<file path="config.mk">
export PLATFORM = sky130hd
export DESIGN_NAME = pwrseq_ctrl
export DESIGN_NICKNAME = d
export VERILOG_FILES = /design/src/rtl/pwrseq_pkg.sv /design/src/rtl/pwrseq_sync.sv /design/src/rtl/pwrseq_timer.sv /design/src/rtl/pwrseq_ctrl.sv
export SDC_FILE = /design/constraint.sdc
export NUM_CORES = 1
export LEC_CHECK = 0
export BUFFER_PORTS_ARGS = -buffer_cell sky130_fd_sc_hd__buf_2
export CAP_MARGIN = 10
export CORE_MARGIN = 2
export CORE_UTILIZATION = 55
export DETAILED_ROUTE_END_ITERATION = 8
export PLACE_DENSITY = 0.84
export SLEW_MARGIN = 0
export SYNTH_ARGS = -nofsm -noshare
export SYNTH_HDL_FRONTEND = slang
export SYNTH_HIERARCHICAL = 1
export SYNTH_SLANG_ARGS = --single-unit
</file>
<file path="constraint.sdc">
create_clock -name clk -period 4.4 [get_ports clk]
set_clock_uncertainty 0.15 [all_clocks]
set_input_delay 0.66 -clock clk [delete_from_list [all_inputs] [get_ports clk]]
set_output_delay 0.66 -clock clk [all_outputs]
set_load 0.01 [all_outputs]
</file>
<file path="src/rtl/pwrseq_pkg.sv">
package pwrseq_pkg;

    localparam int RAIL_CNT = 2;
    localparam int RAIL_IO   = 0;
    localparam int RAIL_CORE = 1;

    typedef enum logic [3:0] {
        ST_IDLE,
        ST_IO_UP,
        ST_CORE_UP,
        ST_PD_REL,
        ST_RST_REL,
        ST_READY,
        ST_SIM_ON,
        ST_SIM_WAIT,
        ST_PWR_OFF,
        ST_FAULT
    } seq_state_e;

    typedef struct packed {
        logic io_en;
        logic core_en;
        logic pd_n;
        logic rst_n;
        logic swrst_req;
        logic fault;
    } rail_ctl_t;

    function automatic rail_ctl_t ctl_of(seq_state_e s);
        rail_ctl_t c;
        c = '0;
        case (s)
            ST_IO_UP:   c.io_en = 1'b1;
            ST_CORE_UP: begin
                c.io_en   = 1'b1;
                c.core_en = 1'b1;
            end
            ST_PD_REL: begin
                c.io_en   = 1'b1;
                c.core_en = 1'b1;
                c.pd_n    = 1'b1;
            end
            ST_RST_REL, ST_READY, ST_SIM_WAIT: begin
                c.io_en   = 1'b1;
                c.core_en = 1'b1;
                c.pd_n    = 1'b1;
                c.rst_n   = 1'b1;
            end
            ST_SIM_ON: begin
                c.io_en     = 1'b1;
                c.core_en   = 1'b1;
                c.pd_n      = 1'b1;
                c.rst_n     = 1'b1;
                c.swrst_req = 1'b1;
            end
            ST_FAULT:   c.fault = 1'b1;
            default:    c = '0;
        endcase
        return c;
    endfunction

    function automatic logic is_active(seq_state_e s);
        return (s inside {ST_IO_UP, ST_CORE_UP, ST_PD_REL, ST_RST_REL,
                          ST_READY, ST_SIM_ON, ST_SIM_WAIT});
    endfunction

endpackage

</file>
<file path="src/rtl/pwrseq_sync.sv">
module pwrseq_sync #(
    parameter int W = 2
) (
    input  logic         clk,
    input  logic         rst,
    input  logic [W-1:0] d,
    output logic [W-1:0] q
);
    for (genvar i = 0; i < W; i++) begin : g_bit
        logic [1:0] stg;
        always_ff @(posedge clk) begin
            if (rst) stg <= 2'b00;
            else     stg <= {stg[0], d[i]};
        end
        assign q[i] = stg[1];
    end
endmodule

</file>
<file path="src/rtl/pwrseq_timer.sv">
module pwrseq_timer #(
    parameter int CW = 8
) (
    input  logic          clk,
    input  logic          rst,
    input  logic          load,
    input  logic [CW-1:0] load_val,
    output logic          done
);
    logic [CW-1:0] cnt;

    always_ff @(posedge clk) begin
        if (rst)               cnt <= '0;
        else if (load)         cnt <= load_val;
        else if (cnt != '0)    cnt <= cnt - 1'b1;
    end

    assign done = (cnt == '0);

    // an idle counter rests at zero, a running one steps down by one
    p_hold_zero_r4: assert property (@(posedge clk) disable iff (rst)
        (!load && cnt == '0) |=> (cnt == '0));
    p_step_down_r4: assert property (@(posedge clk) disable iff (rst)
        (!load && cnt != '0) |=> (cnt == $past(cnt) - 1'b1));
endmodule

</file>
<file path="src/rtl/pwrseq_ctrl.sv">
module pwrseq_ctrl
    import pwrseq_pkg::*;
#(
    parameter int unsigned CLKS_PER_MS = 50000,
    parameter int unsigned PG_TIMEOUT  = 1000,
    parameter int unsigned PD_WAIT_MS  = 5,
    parameter int unsigned RDY_WAIT_MS = 5,
    parameter int unsigned SIM_WAIT_MS = 10
) (
    input  logic clk,
    input  logic rst,
    input  logic start_i,
    input  logic simple_mode_i,
    input  logic pdown_req_i,
    input  logic io_pg_i,
    input  logic core_pg_i,
    input  logic swrst_ack_i,
    output logic io_en_o,
    output logic core_en_o,
    output logic dev_pd_n_o,
    output logic dev_rst_n_o,
    output logic swrst_req_o,
    output logic ready_o,
    output logic fault_o
);
    localparam int unsigned PD_CYC  = PD_WAIT_MS  * CLKS_PER_MS;
    localparam int unsigned RDY_CYC = RDY_WAIT_MS * CLKS_PER_MS;
    localparam int unsigned SIM_CYC = SIM_WAIT_MS * CLKS_PER_MS;
    localparam int unsigned MAX_A   = (PD_CYC > RDY_CYC) ? PD_CYC : RDY_CYC;
    localparam int unsigned MAX_B   = (SIM_CYC > PG_TIMEOUT) ? SIM_CYC : PG_TIMEOUT;
    localparam int unsigned MAX_CYC = (MAX_A > MAX_B) ? MAX_A : MAX_B;
    localparam int          CW      = $clog2(MAX_CYC + 1);

    localparam logic [CW-1:0] LD_PG  = CW'(PG_TIMEOUT - 1);
    localparam logic [CW-1:0] LD_PD  = CW'(PD_CYC - 1);
    localparam logic [CW-1:0] LD_RDY = CW'(RDY_CYC - 1);
    localparam logic [CW-1:0] LD_SIM = CW'(SIM_CYC - 1);

    seq_state_e           state_q, state_n;
    logic [RAIL_CNT-1:0]  pg_s;
    logic                 io_ok, core_ok, both_ok;
    logic                 tmr_load, tmr_done;
    logic [CW-1:0]        tmr_val;
    rail_ctl_t            ctl;

    pwrseq_sync #(.W(RAIL_CNT)) u_sync (
        .clk (clk),
        .rst (rst),
        .d   ({core_pg_i, io_pg_i}),
        .q   (pg_s)
    );

    assign io_ok   = pg_s[RAIL_IO];
    assign core_ok = pg_s[RAIL_CORE];
    assign both_ok = io_ok && core_ok;

    always_comb begin
        state_n = state_q;
        case (state_q)
            ST_IDLE, ST_FAULT:
                if (start_i && !pdown_req_i)
                    state_n = simple_mode_i ? ST_SIM_ON : ST_IO_UP;
            ST_IO_UP:
                if (io_ok)          state_n = ST_CORE_UP;
                else if (tmr_done)  state_n = ST_FAULT;
            ST_CORE_UP:
                if (!io_ok)         state_n = ST_FAULT;
                else if (core_ok)   state_n = ST_PD_REL;
                else if (tmr_done)  state_n = ST_FAULT;
            ST_PD_REL:
                if (!both_ok)       state_n = ST_FAULT;
                else if (tmr_done)  state_n = ST_RST_REL;
            ST_RST_REL:
                if (!both_ok)       state_n = ST_FAULT;
                else if (tmr_done)  state_n = ST_READY;
            ST_READY:
                if (!both_ok)       state_n = ST_FAULT;
            ST_SIM_ON:
                if (swrst_ack_i && both_ok) state_n = ST_SIM_WAIT;
                else if (tmr_done)          state_n = ST_FAULT;
            ST_SIM_WAIT:
                if (!both_ok)       state_n = ST_FAULT;
                else if (tmr_done)  state_n = ST_READY;
            ST_PWR_OFF:             state_n = ST_IDLE;
            default:                state_n = ST_IDLE;
        endcase
        if (is_active(state_q) && pdown_req_i)
            state_n = ST_PWR_OFF;
    end

    always_comb begin
        case (state_n)
            ST_IO_UP, ST_CORE_UP, ST_SIM_ON: tmr_val = LD_PG;
            ST_PD_REL:                       tmr_val = LD_PD;
            ST_RST_REL:                      tmr_val = LD_RDY;
            ST_SIM_WAIT:                     tmr_val = LD_SIM;
            default:                         tmr_val = '0;
        endcase
    end

    assign tmr_load = (state_n != state_q);

    pwrseq_timer #(.CW(CW)) u_timer (
        .clk      (clk),
        .rst      (rst),
        .load     (tmr_load),
        .load_val (tmr_val),
        .done     (tmr_done)
    );

    always_ff @(posedge clk) begin
        if (rst) state_q <= ST_IDLE;
        else     state_q <= state_n;
    end

    assign ctl         = ctl_of(state_q);
    assign io_en_o     = ctl.io_en;
    assign core_en_o   = ctl.core_en;
    assign dev_pd_n_o  = ctl.pd_n;
    assign dev_rst_n_o = ctl.rst_n;
    assign swrst_req_o = ctl.swrst_req;
    assign fault_o     = ctl.fault;
    assign ready_o     = (state_q == ST_READY) && !pdown_req_i;

    // core group never on without the I/O rail, and in ordered mode only after I/O power-good
    p_core_needs_io_r2: assert property (@(posedge clk) disable iff (rst)
        core_en_o |-> io_en_o);
    p_core_gated_r2: assert property (@(posedge clk) disable iff (rst)
        $rose(core_en_o) |-> ($past(io_ok) || $rose(io_en_o)));
    // reset line never released before power-down line
    p_rst_after_pd_r4: assert property (@(posedge clk) disable iff (rst)
        dev_rst_n_o |-> dev_pd_n_o);
    // ready only with full power and both lines released
    p_ready_full_r5: assert property (@(posedge clk) disable iff (rst)
        ready_o |-> (io_en_o && core_en_o && dev_pd_n_o && dev_rst_n_o));
    // a power-down request removes the rails on the next edge
    p_pdown_off_r7: assert property (@(posedge clk) disable iff (rst)
        (pdown_req_i && io_en_o) |=> (!io_en_o && !core_en_o && !dev_pd_n_o && !dev_rst_n_o));
    // fault keeps everything off
    p_fault_off_r8: assert property (@(posedge clk) disable iff (rst)
        fault_o |-> (!io_en_o && !core_en_o && !dev_pd_n_o && !dev_rst_n_o && !ready_o));
endmodule

</file>
==> results.toml <==
[synth]
synthDominantAreaCellType = "sky130_fd_sc_hd__dfxtp_1"
synth_top_family_by_area = "simple AND/OR/NAND/NOR gates"
post_synth_xor_area_fraction_pct = 4.14
yosys-top-cells-area = "sky130_fd_sc_hd__dfxtp_1 26%, sky130_fd_sc_hd__nand2_1 5.0%, sky130_fd_sc_hd__a21oi_1 3.5%"
postSynth.topFlopCell = "sky130_fd_sc_hd__dfxtp_1"
ys_ff_latch = 27
yosys.area_share.adder_pct = 0.591
synth.distinct_cells = 73
synth.cell_area_um2 = 2120
synth.area.mux_share_pct = 0
avgSynthCellArea_um2 = 8.08
synth.yosys.seq_area_share_pct = 25.5
synth_most_common_cell = "sky130_fd_sc_hd__nand2_1"
synthSimpleGateAreaFrac_pct = 36.9
synthesis.yosys.warnings = 6
synth-compound-area-share_pct = 25.7
synth_cells = 262
ranking_of_synthesized_cells_by_instance_count = "28 x sky130_fd_sc_hd__nand2_1, 27 x sky130_fd_sc_hd__dfxtp_1, 18 x sky130_fd_sc_hd__nor2_1, 15 x sky130_fd_sc_hd__a21oi_1, 12 x sky130_fd_sc_hd__nor2b_1"
async_reset_ff_share_pct = 0
synth_top_area_share_pct = 25.5
synth_edf_count = 0

[grt]
largest_net_degree_at_the_start_of_global_routing = 26
globalRouteTotalUtil_pct = 25.6
globalRouteOverflowTotal = 0
grt_antenna_before_repair = 0
first_global_vias = 1847
grt_first_pass_wirelength_um = 8650

[sta]
final-hold-violation-count = 0
final_worst_setup_slack_ps = 533
slew_viol_final = 0
fin_crit_sh_pct = 87.9
max_freq_ghz = 0.259
slew_headroom_pct = 52.7
setup-violations-final = 0
timing.setup.tns_ps = 0
period_minus_slack_ps = 3870
setup_repair_after_global_routing_missed_its_margin = "false"
tightest_slew_ps = 709

[routing]
dr.first_iter.drc_count = 195
postRouteAntennaNets = 0
drt-total-wl_um = 5260
total_via_count_in_the_routed_design = 2069
first_pass_iters = 4
detail_route.vias_per_cell = 6.45
routed_wire_length_per_instance_um = 16.4
route.detailed.drc = 0

[cts]
clockBufferDepth = 2
htree_num_levels = 1
hold_buffers = 0
clockRootBuffer = "sky130_fd_sc_hd__clkbuf_8"
cts.reportedPaths.clkPinSlew_ps = 100
cts-buffers-inserted = 3
insertion_delay_ps = 280
cts.repair_timing.setup_buffer_count = 0
cts_tree = "yes"
postCtsResizedCells = 0
clkSinkCount = 27

[placed_design]
portBuffers = 14
gp_congestion = 0.977
dp_hpwl_um = 3870
worst_case_setup_slack_after_placement_ps = 598

[setup_path]
critical_path.endpoint_type = "flip-flop"
timing.setup.critical_path_class = "reg -> reg"
cpMaxStageDelayCell = "sky130_fd_sc_hd__or4_4"
worst-endpoint-arrival_ps = 3920
max_stage_delay_ps = 560
critical_path_peak_fanout = 16
timing.critical_path.from_type = "flip-flop"
crit_path_cell_trace = "or4_4 > or2_0 > nor2_1 > nor2b_1 > o2bb2ai_1 > o32a_4 > o221ai_4 > nor4_4 > o32ai_2 > buf_4 > inv_1 > nand2_1 > or4_1 > o221ai_1"
crit_required_ps = 4450

[power_and_ir_drop]
seq_power_share_pct = 28.0
power_switching_share_pct = 48.4
power.static_leakage_nw = 0.789
power.internal_w = 0.000754
power.ir.vdd_worst_mv = 0.350
power_frac_comb_pct = 61.9
clkPwrFrac_pct = 10.1
pwr_density_cell_nw_per_um2 = 652
power.switching_w = 0.000707

[final_layout]
num-fill-cells = 342
drive_above_1_share_pct = 20.5
total_nets_final = 283
insertedDiodeCount = 0
area_growth_syn_to_layout_pct = 5.85

[hold_path]
hp-class = "reg -> reg"

[die]
top_level_ports = 15
die_w_um = 66.0
core_area_um2 = 3690
chipHeight_um = 66.0
rows = 22
design.die.area_um2 = 4360
start_util_pct = 57.4

[run]
maxCapViolCount = 0

[run_status]
status = "completed"
## layout by cell type, fill, tap and decap left out, types with 4 or more instances in the layout
cell,synthesis,final
sky130_fd_sc_hd__inv_1,6,6
sky130_fd_sc_hd__nor3_1,11,11
sky130_fd_sc_hd__o21ai_1,4,4
sky130_fd_sc_hd__nand2_1,28,28
sky130_fd_sc_hd__nand3_1,9,9
sky130_fd_sc_hd__or4_1,6,6
sky130_fd_sc_hd__or3_1,6,6
sky130_fd_sc_hd__a21oi_1,15,15
sky130_fd_sc_hd__xnor2_1,6,6
sky130_fd_sc_hd__xor2_1,4,4
sky130_fd_sc_hd__buf_2,2,14
sky130_fd_sc_hd__o31ai_1,4,4
sky130_fd_sc_hd__buf_4,3,8
sky130_fd_sc_hd__nor2b_1,12,12
sky130_fd_sc_hd__nor2_1,18,18
sky130_fd_sc_hd__nor4_1,6,6
sky130_fd_sc_hd__nand4_1,4,4
sky130_fd_sc_hd__dfxtp_1,27,27
sky130_fd_sc_hd__o21ai_0,9,9
## state kept, by name (all words and copies together), names as in the netlist
name              count
u_sync/g_bit.stg      4
u_timer/cnt          19
state_q               4
## final cells by class
class	count	area, um^2	share of cell area [%]
well taps	48	60.1	2.68
clock buffers	3	41.3	1.84
flip-flops and latches	27	541	24.1
repair buffers	22	130	5.81
inverters	8	30.0	1.34
multi-input cells	212	1430	63.9
clock inverters	1	7.51	0.335
## metrics by stage
| step | std cells | total power (W) | hold slack [ps] | util (%) | area (um^2) |
|---|---|---|---|---|---|
| 2_1_floorplan | 263 | 0.00108 | 264 | - | 2120 |
| 3_3_place_gp | 317 | 0.00127 | 266 | 59.4 | 2190 |
| 6_report | 321 | 0.00146 | 301 | 60.8 | 2240 |
| 4_1_cts | 321 | 0.00145 | 304 | 60.8 | 2240 |
| 3_5_place_dp | 317 | 0.00129 | 281 | 59.4 | 2190 |
| 5_1_grt | 321 | 0.00157 | 316 | 60.8 | 2240 |
## worst paths after layout
kind,startpoint,to,slack (ps),cells past startpoint
max,u_timer/cnt[14],u_timer/cnt[1],530,14
min reg2reg,u_sync/g_bit[1].stg[0],u_sync/g_bit[1].stg[1],300,1
max reg2reg,u_timer/cnt[14],u_timer/cnt[1],530,14
min,u_sync/g_bit[1].stg[0],u_sync/g_bit[1].stg[1],300,1
## power by group through the flow
| stage | Sequential, W | Clock [W] | Combinational (W) |
|---|---|---|---|
| detailed placement | 0.000412 | 0 | 0.000880 |
| global route | 0.000420 | 0.000160 | 0.000994 |
| floorplan | 0.000369 | 0 | 0.000713 |
| CTS | 0.000406 | 0.000151 | 0.000889 |
| finish | 0.000409 | 0.000148 | 0.000904 |
| global placement | 0.000409 | 0 | 0.000865 |
## worst max-delay path, delay by kind of cell (launching register included)
family                 cells  cell delay, ps
flip-flops                 1             360
AO/OA/AOI/OAI              5             680
AND/OR/NAND/NOR            7            2010
buffers and inverters      2             570
## routing by layer
| metal | GRT usage, % | routed length, um | vias up |
|---|---|---|---|
| met5 | 0 | 0 | - |
| met4 | 14.3 | 193 | 0 |
| met3 | 3.75 | 376 | 17 |
| met2 | 40.8 | 2390 | 80 |
| met1 | 33.0 | 2300 | 965 |
| li1 | - | - | 1007 |
## kinds of logic after synthesis
group | after synthesis
adder cells (fa/ha/maj) | 1
other | 1
AND/OR/NAND/NOR | 130
XOR/XNOR | 10
flip-flops | 27
AO/OA/AOI/OAI | 69
buffers and inverters | 24
Note: power is estimated with default switching activity, not from simulation.
